$ cat config.mk
export PLATFORM = sky130hd
export DESIGN_NAME = geo_prober
export DESIGN_NICKNAME = d
export VERILOG_FILES = /design/src/rtl/geo_probe_pkg.sv /design/src/rtl/geo_bisect_dim.sv /design/src/rtl/geo_prober.sv
export SDC_FILE = /design/constraint.sdc
export NUM_CORES = 1
export LEC_CHECK = 0
export ABC_AREA = 1
export BUFFER_PORTS_ARGS = -buffer_cell sky130_fd_sc_hd__buf_4
export CAP_MARGIN = 40
export CORE_UTILIZATION = 60
export CTS_CLUSTER_SIZE = 12
export DETAILED_ROUTE_END_ITERATION = 16
export PLACE_DENSITY = 0.8
export SYNTH_ARGS = -nofsm -noshare
export SYNTH_HDL_FRONTEND = slang
export SYNTH_HIERARCHICAL = 1
export SYNTH_SLANG_ARGS = --single-unit
$ cat constraint.sdc
create_clock -name clk -period 3.95 [get_ports clk]
set_clock_uncertainty 0.15 [all_clocks]
set_input_delay 0.395 -clock clk [delete_from_list [all_inputs] [get_ports clk]]
set_output_delay 0.395 -clock clk [all_outputs]
set_load 0.01 [all_outputs]
$ cat src/rtl/geo_probe_pkg.sv
package geo_probe_pkg;

    typedef enum logic [1:0] {
        PR_IDLE = 2'd0,
        PR_PICK = 2'd1,
        PR_WAIT = 2'd2,
        PR_DONE = 2'd3
    } pr_state_e;

    typedef logic [1:0] dim_idx_t;

    localparam dim_idx_t DIM_HEAD = 2'd0;
    localparam dim_idx_t DIM_CYL  = 2'd1;
    localparam dim_idx_t DIM_SEC  = 2'd2;
    localparam int       NUM_DIMS = 3;

endpackage

$ cat src/rtl/geo_bisect_dim.sv
// One dimension of the bisection: bracket registers, midpoint, settled value.
module geo_bisect_dim #(
    parameter int MAXV = 16,
    localparam int W = $clog2(MAXV + 1)
) (
    input  logic         clk,
    input  logic         rst_n,
    input  logic         clr_i,
    input  logic         hit_i,
    input  logic         miss_i,
    input  logic         settle_i,
    output logic [W-1:0] mid_o,
    output logic [W-1:0] lo_o,
    output logic [W-1:0] held_o,
    output logic         conv_o
);

    typedef struct packed {
        logic [W-1:0] lo;
        logic [W-1:0] hi;
        logic [W-1:0] held;
    } dim_t;

    localparam logic [W-1:0] TOP = W'(MAXV);

    dim_t d_q, d_d;
    logic [W:0] sum;

    always_comb begin
        sum    = {1'b0, d_q.lo} + {1'b0, d_q.hi};
        mid_o  = sum[W:1];
        conv_o = (W'(d_q.lo + 1'b1) == d_q.hi);
        lo_o   = d_q.lo;
        held_o = d_q.held;

        d_d = d_q;
        if (clr_i) begin
            d_d.lo   = '0;
            d_d.hi   = TOP;
            d_d.held = '0;
        end else begin
            if (hit_i)    d_d.lo   = mid_o;
            if (miss_i)   d_d.hi   = mid_o;
            if (settle_i) d_d.held = d_q.lo;
        end
    end

    always_ff @(posedge clk or negedge rst_n) begin
        if (!rst_n) begin
            d_q.lo   <= '0;
            d_q.hi   <= TOP;
            d_q.held <= '0;
        end else begin
            d_q <= d_d;
        end
    end

endmodule

$ cat src/rtl/geo_prober.sv
// Sequencer: issues trial seeks, walks dimensions, forms the result.
module geo_prober
    import geo_probe_pkg::*;
#(
    parameter int HEAD_MAX = 16,
    parameter int CYL_MAX  = 1024,
    parameter int SEC_MAX  = 64,
    localparam int HW = $clog2(HEAD_MAX + 1),
    localparam int CW = $clog2(CYL_MAX + 1),
    localparam int SW = $clog2(SEC_MAX + 1)
) (
    input  logic          clk,
    input  logic          rst_n,
    input  logic          start_i,
    output logic          trial_req_o,
    output logic [HW-1:0] trial_head_o,
    output logic [CW-1:0] trial_cyl_o,
    output logic [SW-1:0] trial_sec_o,
    input  logic          trial_done_i,
    input  logic          trial_pass_i,
    output logic          geom_valid_o,
    output logic [HW-1:0] heads_o,
    output logic [CW-1:0] cyls_o,
    output logic [SW-1:0] secs_o
);

    typedef struct packed {
        pr_state_e     state;
        dim_idx_t      dim;
        logic          req;
        logic [HW-1:0] t_head;
        logic [CW-1:0] t_cyl;
        logic [SW-1:0] t_sec;
        logic          valid;
        logic [HW-1:0] n_head;
        logic [CW-1:0] n_cyl;
        logic [SW-1:0] n_sec;
    } seq_t;

    seq_t s_q, s_d;

    logic                clr;
    logic [NUM_DIMS-1:0] hit_v, miss_v, settle_v, conv_v;
    logic [HW-1:0]       h_mid, h_lo, h_held;
    logic [CW-1:0]       c_mid, c_lo, c_held;
    logic [SW-1:0]       s_mid, s_lo, s_held;

    geo_bisect_dim #(.MAXV(HEAD_MAX)) u_head (
        .clk(clk), .rst_n(rst_n), .clr_i(clr),
        .hit_i(hit_v[DIM_HEAD]), .miss_i(miss_v[DIM_HEAD]), .settle_i(settle_v[DIM_HEAD]),
        .mid_o(h_mid), .lo_o(h_lo), .held_o(h_held), .conv_o(conv_v[DIM_HEAD])
    );

    geo_bisect_dim #(.MAXV(CYL_MAX)) u_cyl (
        .clk(clk), .rst_n(rst_n), .clr_i(clr),
        .hit_i(hit_v[DIM_CYL]), .miss_i(miss_v[DIM_CYL]), .settle_i(settle_v[DIM_CYL]),
        .mid_o(c_mid), .lo_o(c_lo), .held_o(c_held), .conv_o(conv_v[DIM_CYL])
    );

    geo_bisect_dim #(.MAXV(SEC_MAX)) u_sec (
        .clk(clk), .rst_n(rst_n), .clr_i(clr),
        .hit_i(hit_v[DIM_SEC]), .miss_i(miss_v[DIM_SEC]), .settle_i(settle_v[DIM_SEC]),
        .mid_o(s_mid), .lo_o(s_lo), .held_o(s_held), .conv_o(conv_v[DIM_SEC])
    );

    always_comb begin
        s_d      = s_q;
        s_d.req  = 1'b0;
        clr      = 1'b0;
        hit_v    = '0;
        miss_v   = '0;
        settle_v = '0;

        if (start_i) begin
            clr       = 1'b1;
            s_d.state = PR_PICK;
            s_d.dim   = DIM_HEAD;
            s_d.valid = 1'b0;
            s_d.n_head = '0;
            s_d.n_cyl  = '0;
            s_d.n_sec  = '0;
        end else begin
            unique case (s_q.state)
                PR_PICK: begin
                    if (conv_v[s_q.dim]) begin
                        settle_v[s_q.dim] = 1'b1;
                        if (s_q.dim == DIM_SEC) begin
                            s_d.state  = PR_DONE;
                            s_d.valid  = 1'b1;
                            s_d.n_head = HW'(h_lo + 1'b1);
                            s_d.n_cyl  = CW'(c_lo + 1'b1);
                            s_d.n_sec  = SW'(s_lo + 1'b1);
                        end else begin
                            s_d.dim = dim_idx_t'(s_q.dim + 1'b1);
                        end
                    end else begin
                        s_d.req    = 1'b1;
                        s_d.state  = PR_WAIT;
                        s_d.t_head = (s_q.dim == DIM_HEAD) ? h_mid : h_held;
                        s_d.t_cyl  = (s_q.dim == DIM_CYL)  ? c_mid : c_held;
                        s_d.t_sec  = (s_q.dim == DIM_SEC)  ? s_mid : s_held;
                    end
                end
                PR_WAIT: begin
                    if (trial_done_i) begin
                        hit_v[s_q.dim]  = trial_pass_i;
                        miss_v[s_q.dim] = ~trial_pass_i;
                        s_d.state       = PR_PICK;
                    end
                end
                default: ;
            endcase
        end
    end

    always_ff @(posedge clk or negedge rst_n) begin
        if (!rst_n) begin
            s_q <= '{state: PR_IDLE, dim: DIM_HEAD, default: '0};
        end else begin
            s_q <= s_d;
        end
    end

    assign trial_req_o  = s_q.req;
    assign trial_head_o = s_q.t_head;
    assign trial_cyl_o  = s_q.t_cyl;
    assign trial_sec_o  = s_q.t_sec;
    assign geom_valid_o = s_q.valid;
    assign heads_o      = s_q.n_head;
    assign cyls_o       = s_q.n_cyl;
    assign secs_o       = s_q.n_sec;

endmodule

==> reports/qor.csv <==
metric;value;unit
slew_viol_final;0;
cts_tree;built;
std_cell_rows;42;
synth_top_area_share;35.6;%
synth_warnings;6;
cts_buffers;17;
antenna_found_initial;0;
worst_pin_slew;0.745;ns
portBuffers;52;
cts_root_buffer;clkbuf_16;
dieArea;14300;µm²
final_core_util;65.5;%
dp_slack;0.645;ns
rsz0062_at_grt;no;
final_cells;1288;
hold_depth;3;
hold_class;in -> reg;
nNetsFinal;1139;
busiest_layer;met2;
reg2regPathDepth;15;
syn_area;8290;µm²
drive_gt1_share;12.6;%
place_area;8120;µm²
design_area;8750;µm²
gp_congestion;0.986;
start_util;62.1;%
status;complete, no violations;
clk_pin_slew;0.06;ns
slowest_stage;dfrtp_1;
synth-seq-cells;121;
htreeDepth;4;
place_inst;1255;
grt_overflow;0;
die_h;120;µm
slew_headroom;50.1;%
syn_area_per_cell;7.30;µm²
grt_use_met1;40.3;%
async_flop_share;100;%
die_w;120;µm
synth_flop_cell;dfrtp_1;
required;4.13;ns
synth_area_leaders;dfrtp_1 (36%), nand2_1 (18%), buf_4 (8.6%);
final_common_cell;nand2_1;
critPathLaunchType;flip-flop;
worstPathCellList;ha_1 > nand3_2 > o21ai_0 > nand2_1 > nand2_1 > nand3_1 > nor3_2 > inv_1 > nand2_1 > nand3_4 > nand2_4 > nand2_1 > nor2_1 > nand2_1 > o22ai_1;
grtUsageMet3;5.70;%
holdBufCountCts;1;
post_drt_wl_per_cell;15.0;µm
cp_slowest_stage_delay;0.64;ns
antenna_cells;0;
io_pins;53;
netlist_instances;1135;
power_density;392;nW/µm²
ctsResizeCount;0;
grt_usage;28.3;%
ir_worst_vdd;0.347;mV
path_common_cell;nand2_1;
hold_viol;0;
period_needed;3.47;ns
setup-violations-final;0;
initialDrtViolationCount;697;
cts.sinks;121;
grt_pass1_vias;6437;
dpl.hpwl;13900;µm
fmax;288;MHz
path_max_fanout;27;
drt-pass1-iter-count;5;
drt-total-wl;19400;µm
path_class;reg -> reg;
power_leakage;4.64;nW
cp-end-kind;flip-flop;
yosys.area.top_type;dfrtp_1;
ant_nets;0;
synth_edf_count;0;
final_cell_mix;nand2_1 (406), dfrtp_1 (118), inv_1 (114);
synth.distinct_cells;41;
grt.met2_usage;43.3;%
core;13300;µm²
syn2layout_area_growth;5.54;%
drv_cap;0;
drcViolationCount;0;
holdWs;0.287;ns
syn_nets;1175;
grt_max_degree;38;
finalPower;3.43;mW
setup_slack;0.477;ns
grt_pass1_wl;31600;µm
clk_latency;0.42;ns
num_vias;7068;
clk_path_buf_depth;2;
arrival;3.65;ns
finalCritPeriodShare;87.9;%
viasPerCell;5.49;
post_cts_buffers;0;
synth_seq_area_share;36.6;%
finalSetupTns;0;ns
synth_stat cells, types with 2 or more instances:
cell and number:
o22ai_1 11, nand2_1 406, nand3b_1 6, buf_4 95, clkbuf_1 5, nand2_2 11, nand3_2 5, o21ai_2 12
and2_1 5, nor2_1 52, inv_1 114, nor3_1 7, nand4_1 19, or2_1 3, fa_1 3, ha_1 32
buf_6 5, xor2_2 3, a21oi_1 19, o21ai_1 10, nor2_2 6, buf_2 5, inv_2 4, nor2_8 2
o21ai_0 54, xor2_1 12, xnor2_1 10, nand3_1 81, dfrtp_1 118, nand2_4 2, clkbuf_2 3, o21bai_1 4
dfstp_2 3
final cells by class:
type                            count  area [µm²]
Fill cell                        1129        4600
Multi-Input combinational cell    782        3980
Sequential cell                   121        3030
Clock buffer                       24         502
Inverter                          119         452
Timing Repair Buffer               58         450
Tap cell                          176         220
Clock inverter                      8         115
routing by layer:
| metal | part of all wire, % | vias to the layer above | wire, µm |
|---|---|---|---|
| li1 | - | 3437 | - |
| met4 | 1.3 | 0 | 250 |
| met1 | 45 | 3292 | 8790 |
| met2 | 46 | 311 | 8920 |
| met5 | 0 | - | 0 |
| met3 | 7.2 | 28 | 1400 |
critical path: cells and delay by family (launching register included):
kind	cells	cell delay, ns
AOI/OAI and AO/OA	2	0.55
adders and majority gates	1	0.31
buffers and inverters	1	0.05
DFF	1	0.64
and+or+nand+nor	11	1.68
final timing paths:
path	startpoint	end	slack, ns
worst max-delay path	u_cyl/lo_o[0]	u_cyl/held_o[6]	0.48
worst min-delay path	start_i	u_head/d_q[9]	0.29
worst max register to register	u_cyl/lo_o[0]	u_cyl/held_o[6]	0.48
worst min register to register	cyls_o[4]	cyls_o[4]	0.33
max in group asynchronous	rst_n	u_head/d_q[9]	2.34
min in group asynchronous	rst_n	cyls_o[7]	0.33
flip-flops by register name, indices dropped and copies added, names as in the netlist:
signal         cells
heads_o            5
u_head/d_q         5
u_sec/held_o       7
u_head/held_o      5
trial_head_o       5
trial_sec_o        7
u_cyl/lo_o        11
u_sec/lo_o         7
u_head/lo_o        5
u_cyl/held_o      11
u_sec/d_q          7
s_q                4
geom_valid_o       1
trial_req_o        1
secs_o             7
u_cyl/d_q         11
cyls_o            11
trial_cyl_o       11
power by group:
group          switching [mW]  total, mW  internal (mW)
clock network           0.533       1.60           1.07
registers              0.0406       1.33           1.29
logic                   0.362      0.497          0.134
cells by family after synthesis:
family	Yosys count	synth area share, %
xor gates and xnor gates	25	2.91
adders and majority gates	35	5.56
buffers and inverters	232	15.4
DFF	121	36.6
and+or+nand+nor	610	31.8
AOI/OAI and AO/OA	112	7.67
Note: power is estimated with default switching activity, not from simulation.
